$ cat src/rtl/pwr_mode_pkg.sv
package pwr_mode_pkg;
  localparam int MODE_W = 3;
  typedef enum logic [MODE_W-1:0] {
    M_RESET  = 3'd0,
    M_HIGH   = 3'd1,
    M_MED    = 3'd2,
    M_SLEEP  = 3'd3,
    M_STBY   = 3'd4,
    M_WATCH  = 3'd5,
    M_SUBACT = 3'd6
  } mode_e;
endpackage

$ cat src/rtl/lpm_wake_qual.sv
module lpm_wake_qual #(
  parameter int N_IRQ = 2,
  parameter int N_WKP = 8,
  parameter int N_TMR = 3
) (
  input  logic [N_IRQ-1:0] irq_req,
  input  logic [N_IRQ-1:0] irq_en,
  input  logic [N_WKP-1:0] wkp_req,
  input  logic [N_WKP-1:0] wkp_en,
  input  logic [N_TMR-1:0] tmr_req,
  input  logic [N_TMR-1:0] tmr_en,
  output logic             wake_sleep,
  output logic             wake_stby,
  output logic             wake_watch
);
  localparam int N_ALL = N_IRQ + N_WKP + N_TMR;
  logic [N_ALL-1:0] live;

  // each source counts only when requested and enabled
  genvar g;
  generate
    for (g = 0; g < N_IRQ; g++) begin : g_irq
      assign live[g] = irq_req[g] & irq_en[g];
    end
    for (g = 0; g < N_WKP; g++) begin : g_wkp
      assign live[N_IRQ+g] = wkp_req[g] & wkp_en[g];
    end
    for (g = 0; g < N_TMR; g++) begin : g_tmr
      assign live[N_IRQ+N_WKP+g] = tmr_req[g] & tmr_en[g];
    end
  endgenerate

  logic any_irq, any_wkp, any_tmr;
  assign any_irq    = |live[N_IRQ-1:0];
  assign any_wkp    = |live[N_IRQ+N_WKP-1:N_IRQ];
  assign any_tmr    = |live[N_ALL-1:N_IRQ+N_WKP];
  assign wake_sleep = any_irq | any_wkp | any_tmr;
  assign wake_stby  = any_irq | any_wkp;
  assign wake_watch = live[0] | any_wkp | any_tmr;
endmodule

$ cat src/rtl/lpm_mode_fsm.sv
module lpm_mode_fsm
  import pwr_mode_pkg::*;
(
  input  logic  clk,
  input  logic  rst,
  input  logic  sleep_stb,
  input  logic  stby_sel,
  input  logic  lowspd_r1,
  input  logic  lowspd_r2,
  input  logic  watch_sel,
  input  logic  irq_mask,
  input  logic  wake_sleep,
  input  logic  wake_stby,
  input  logic  wake_watch,
  output mode_e mode_q,
  output mode_e mode_d
);
  logic wake_ok;
  assign wake_ok = lowspd_r2 & ~lowspd_r1 & ~irq_mask;

  always_comb begin
    mode_d = mode_q;
    case (mode_q)
      M_RESET: mode_d = M_MED;
      M_MED: begin
        if (sleep_stb) begin
          if (stby_sel && watch_sel)            mode_d = M_WATCH;
          else if (stby_sel && !lowspd_r1)      mode_d = M_STBY;
          else if (!stby_sel && !lowspd_r1)     mode_d = M_SLEEP;
        end
      end
      M_SLEEP: if (wake_ok && wake_sleep) mode_d = M_MED;
      M_STBY:  if (wake_ok && wake_stby)  mode_d = M_MED;
      M_WATCH: if (wake_ok && wake_watch) mode_d = M_MED;
      default: mode_d = mode_q;
    endcase
  end

  always_ff @(posedge clk) begin
    if (rst) mode_q <= M_RESET;
    else     mode_q <= mode_d;
  end
endmodule

$ cat src/rtl/lpm_div_sel.sv
module lpm_div_sel
  import pwr_mode_pkg::*;
#(
  parameter int MSEL_W    = 2,
  parameter int BASE_LOG2 = 4,
  parameter int DIV_W     = BASE_LOG2 + (1 << MSEL_W)
) (
  input  logic              clk,
  input  logic              rst,
  input  mode_e             mode_d,
  input  logic [MSEL_W-1:0] msel,
  output logic [DIV_W-1:0]  div_q
);
  localparam logic [DIV_W-1:0] ONE  = DIV_W'(1);
  localparam logic [DIV_W-1:0] BASE = ONE << BASE_LOG2;

  always_ff @(posedge clk) begin
    if (rst)                  div_q <= BASE;
    else if (mode_d == M_HIGH) div_q <= ONE;
    else                      div_q <= BASE << msel;
  end
endmodule

$ cat src/rtl/pwr_mode_seq.sv
module pwr_mode_seq
  import pwr_mode_pkg::*;
#(
  parameter int N_IRQ     = 2,
  parameter int N_WKP     = 8,
  parameter int N_TMR     = 3,
  parameter int MSEL_W    = 2,
  parameter int BASE_LOG2 = 4,
  parameter int DIV_W     = BASE_LOG2 + (1 << MSEL_W)
) (
  input  logic              clk,
  input  logic              rst,
  input  logic              sleep_stb,
  input  logic              stby_sel,
  input  logic              lowspd_r1,
  input  logic              lowspd_r2,
  input  logic              watch_sel,
  input  logic              irq_mask,
  input  logic [N_IRQ-1:0]  irq_req,
  input  logic [N_IRQ-1:0]  irq_en,
  input  logic [N_WKP-1:0]  wkp_req,
  input  logic [N_WKP-1:0]  wkp_en,
  input  logic [N_TMR-1:0]  tmr_req,
  input  logic [N_TMR-1:0]  tmr_en,
  input  logic [MSEL_W-1:0] med_div_sel,
  output logic [MODE_W-1:0] mode,
  output logic [DIV_W-1:0]  div_ratio
);
  logic  wk_sleep, wk_stby, wk_watch;
  mode_e mode_q, mode_d;

  lpm_wake_qual #(.N_IRQ(N_IRQ), .N_WKP(N_WKP), .N_TMR(N_TMR)) u_wake (
    .irq_req(irq_req), .irq_en(irq_en),
    .wkp_req(wkp_req), .wkp_en(wkp_en),
    .tmr_req(tmr_req), .tmr_en(tmr_en),
    .wake_sleep(wk_sleep), .wake_stby(wk_stby), .wake_watch(wk_watch)
  );

  lpm_mode_fsm u_fsm (
    .clk(clk), .rst(rst), .sleep_stb(sleep_stb), .stby_sel(stby_sel),
    .lowspd_r1(lowspd_r1), .lowspd_r2(lowspd_r2), .watch_sel(watch_sel),
    .irq_mask(irq_mask), .wake_sleep(wk_sleep), .wake_stby(wk_stby),
    .wake_watch(wk_watch), .mode_q(mode_q), .mode_d(mode_d)
  );

  lpm_div_sel #(.MSEL_W(MSEL_W), .BASE_LOG2(BASE_LOG2), .DIV_W(DIV_W)) u_div (
    .clk(clk), .rst(rst), .mode_d(mode_d), .msel(med_div_sel), .div_q(div_ratio)
  );

  assign mode = mode_q;
endmodule

$ cat config.mk
export PLATFORM = sky130hd
export DESIGN_NAME = pwr_mode_seq
export DESIGN_NICKNAME = d
export VERILOG_FILES = /design/src/rtl/pwr_mode_pkg.sv /design/src/rtl/lpm_wake_qual.sv /design/src/rtl/lpm_mode_fsm.sv /design/src/rtl/lpm_div_sel.sv /design/src/rtl/pwr_mode_seq.sv
export SDC_FILE = /design/constraint.sdc
export NUM_CORES = 1
export LEC_CHECK = 0
export BUFFER_PORTS_ARGS = -buffer_cell sky130_fd_sc_hd__buf_2
export CAP_MARGIN = 40
export CELL_PAD_IN_SITES_DETAIL_PLACEMENT = 1
export CELL_PAD_IN_SITES_GLOBAL_PLACEMENT = 2
export CORE_UTILIZATION = 18
export DETAILED_ROUTE_END_ITERATION = 10
export PLACE_DENSITY = 0.84
export SETUP_SLACK_MARGIN = 0.2
export SLEW_MARGIN = 0
export SYNTH_ARGS = -nofsm -noshare
export SYNTH_HDL_FRONTEND = slang
export SYNTH_HIERARCHICAL = 1
export SYNTH_SLANG_ARGS = --single-unit
export TNS_END_PERCENT = 20
$ cat constraint.sdc
create_clock -name clk -period 4.9 [get_ports clk]
set_clock_uncertainty 0.15 [all_clocks]
set_input_delay 0.98 -clock clk [delete_from_list [all_inputs] [get_ports clk]]
set_output_delay 0.98 -clock clk [all_outputs]
set_load 0.02 [all_outputs]
==> summary.txt <==
Route
  • Drc violations: 0
  • Detailed Routing Iterations Pass 1: 4
  • Vias per cell: 4.727
  • 1st-iter DRT viols: 11
  • Final WL: 1.586 mm
  • Total number of vias: 624
  • Routed len/inst: 12.02 um
  • Final antenna-violating net count: 0

Power and ir drop
  • Peak supply drop: 0.0001354 V
  • Pwr/cell area: 244.9 nW/um2
  • Tot Pwr: 0.1875 mW
  • Pleak: 0.3807 nW

Critical path
  • R2R Setup Slk: 3060 ps
  • Critical-path maximum fanout: 5
  • CP Data Arrival Time: 2730 ps
  • Startpoint types: input pin
  • Reg2reg start: u_fsm/mode_q[2]
  • CP bufs+invs: 2
  • Crit path cell chain: buf_2, a222oi_1, inv_1, a211o_1, o21ai_0, a31oi_1, nor3b_4, and2_2
  • Crit path capture type: flip-flop
  • WP data required: 4940 ps
  • Critical path type: input pin to flip-flop
  • Crit path max-delay cell type: a222oi_1
  • Worst R2R End: u_div/div_q[6]
  • Max stage delay on crit path: 400 ps
  • R2R cell count: 5
  • Largest delay share family, worst path: compound AO/OA/AOI/OAI gates

Timing
  • RSZ-0062 raised after global routing: false
  • Max Freq: 371.5 MHz
  • Tmin final: 2691 ps
  • Max Slew Vio Count: 0
  • Post-route setup TNS: 0 ps
  • Final setup vio count: 0
  • Final hold violations: 0
  • Worst Hold Margin: 464.1 ps
  • Fin crit share: 54.93%

Hold path
  • Hold_sp: u_fsm/mode_q[1]
  • Hold Path Cell Cnt: 2
  • HP Class: flip-flop to flip-flop
  • Hold endpoint: u_fsm/mode_q[1]

Synth
  • #FFs+latches synth: 8
  • Seq/Total Area, Yosys: 31.68%
  • Post-Syn Instances: 57
  • Synth unique cells: 29
  • Synthesis Warnings: 6
  • Syn Area/Cell: 8.868 um2
  • Synthesized cell area: 505.5 um2

Layout
  • Most frequent cells in the layout: buf_2, dfxtp_1, inv_1
  • Final Non-Filler Cells: 132
  • Final Net Count: 140
  • Most common cell after layout, fill and taps aside: buf_2
  • Fill count: 344
  • Area delta synth->final: 51.49%
  • Ant diodes: 0
  • Share of cells above drive strength 1: 48.04%

Floorplanning
  • Starting Density: 19.69%
  • Core area: 2567 um2
  • Std-Cell Rows: 18
  • Chip width: 54.99 um
  • I/O Pins: 47
  • DIE AREA: 3024 um2
  • Die height: 54.99 um

Place
  • Port Buf Inserts: 43
  • DP HPWL: 1.414 mm
  • Routability cong.: 0.7559
  • Post-Place Cells: 129

GRT
  • GRT Total Usage: 11.20%
  • Vias in the first global route: 588
  • Initial antenna violation count: 0
  • Grt ovf: 0
  • Largest net degree at the start of global routing: 10
  • Global-route wire length before repair: 2.387 mm

Clocking
  • Post-cts hold buffer count: 0
  • Resized Gates After CTS: 0
  • TritonCTS Sinks: 8
  • Root buf cell: clkbuf_4
  • Number of buffers added for setup after CTS: 0
  • Reg clk slew, reported paths: 50 ps
  • Num CTS Buffers: 3
  • Worst skew pair latency: 250 ps
  • CTS Buffer Depth: 2
  • CTS tree: built
  • H-tree depth: 1

Run status
  • Outcome: completed

Run
  • MaxCap Viol Count: 0
## logic make-up (layout without fill, tap and decap cells)
family          count (synthesis)  in the layout  share of synthesized area (%)
compound gates                 19             19                          29.70
other cells                     1              3                         0.7419
simple gates                   21             21                          29.71
flops                           8              8                          31.68
buf+inv                         8             51                          8.168
## report_power, final
| group | switching [mW] | leakage, nW | total (mW) | internal [mW] |
|---|---|---|---|---|
| clock | 0.0195 | 0.0138 | 0.0473 | 0.0278 |
| sequential | 0.00722 | 0.0659 | 0.0780 | 0.0708 |
| combinational | 0.0325 | 0.301 | 0.0622 | 0.0297 |
## cell type report
class / count / area [um2] / share of cell area [%]
clock buffer: 3 / 22.52 / 2.941
multi-input combinational: 43 / 311.5 / 40.69
inverter: 5 / 18.77 / 2.451
tap: 30 / 37.54 / 4.902
timing repair buffer: 43 / 215.2 / 28.10
sequential: 8 / 160.2 / 20.92
## worst register-to-register path: cells and delay by family, from the launching register on
family           cells  cell delay (ps)
AO/OA/AOI/OAI        2              520
AND/OR/NAND/NOR      3              620
flip-flops           1              470
## state kept, by name (all words and copies together), names as in the netlist
register and count:
u_fsm/mode_q 3, u_div/div_q 5
## how the worst max path moves through the flow
stage / start / endpoint / slack [ps] / cells after the start
after floorplan: irq_req[0] / u_div/div_q[0] / 2260 / 7
after global placement: irq_req[0] / u_div/div_q[0] / 2060 / 8
after detailed placement: irq_req[0] / u_div/div_q[0] / 1960 / 8
after CTS: irq_req[0] / u_div/div_q[0] / 2220 / 8
after global routing: irq_req[0] / u_div/div_q[4] / 2120 / 8
final: irq_req[0] / u_div/div_q[0] / 2210 / 8
## synthesized netlist by cell type
cell      count  area [um2]
a211o_1       3       26.28
a32o_1        1       10.01
nand2b_1      3       18.77
nor4b_1       2       17.52
inv_1         5       18.77
o211ai_1      2       15.01
or3b_2        1       8.760
or2_1         1       6.260
nor2b_1       1       6.260
o31ai_1       1       7.510
and4bb_1      1       12.51
and3b_1       1       8.760
a32oi_1       2       17.52
nand3b_1      1       7.510
nand2_1       4       15.01
a311oi_1      1       8.760
o21ai_0       1       5.000
a222oi_1      2       20.02
nor3_1        1       5.000
buf_4         3       22.52
nor3b_4       1       18.77
and2_2        1       7.510
a31oi_1       2       12.51
a21oi_1       1       5.000
nand3_1       2       10.01
conb_1        1       3.750
a22oi_1       3       22.52
dfxtp_1       8       160.2
nor3b_1       1       7.510
## per-layer routing
layer	track usage [%]	wire (um)
met1	11.85	641
met5	0	0
met2	20.88	869
met4	2.500	0
met3	4.098	75
## through the flow
step | worst slack, ps | util [%] | instance area (um2)
finish | 2209 | 29.82 | 765.7
floorplan | 2265 | - | 513.0
global route | 2124 | 29.82 | 765.7
CTS | 2224 | 29.82 | 765.7
detailed placement | 1964 | 28.95 | 743.2
global placement | 2057 | 28.95 | 743.2
Power figures use the tool's default switching activity.
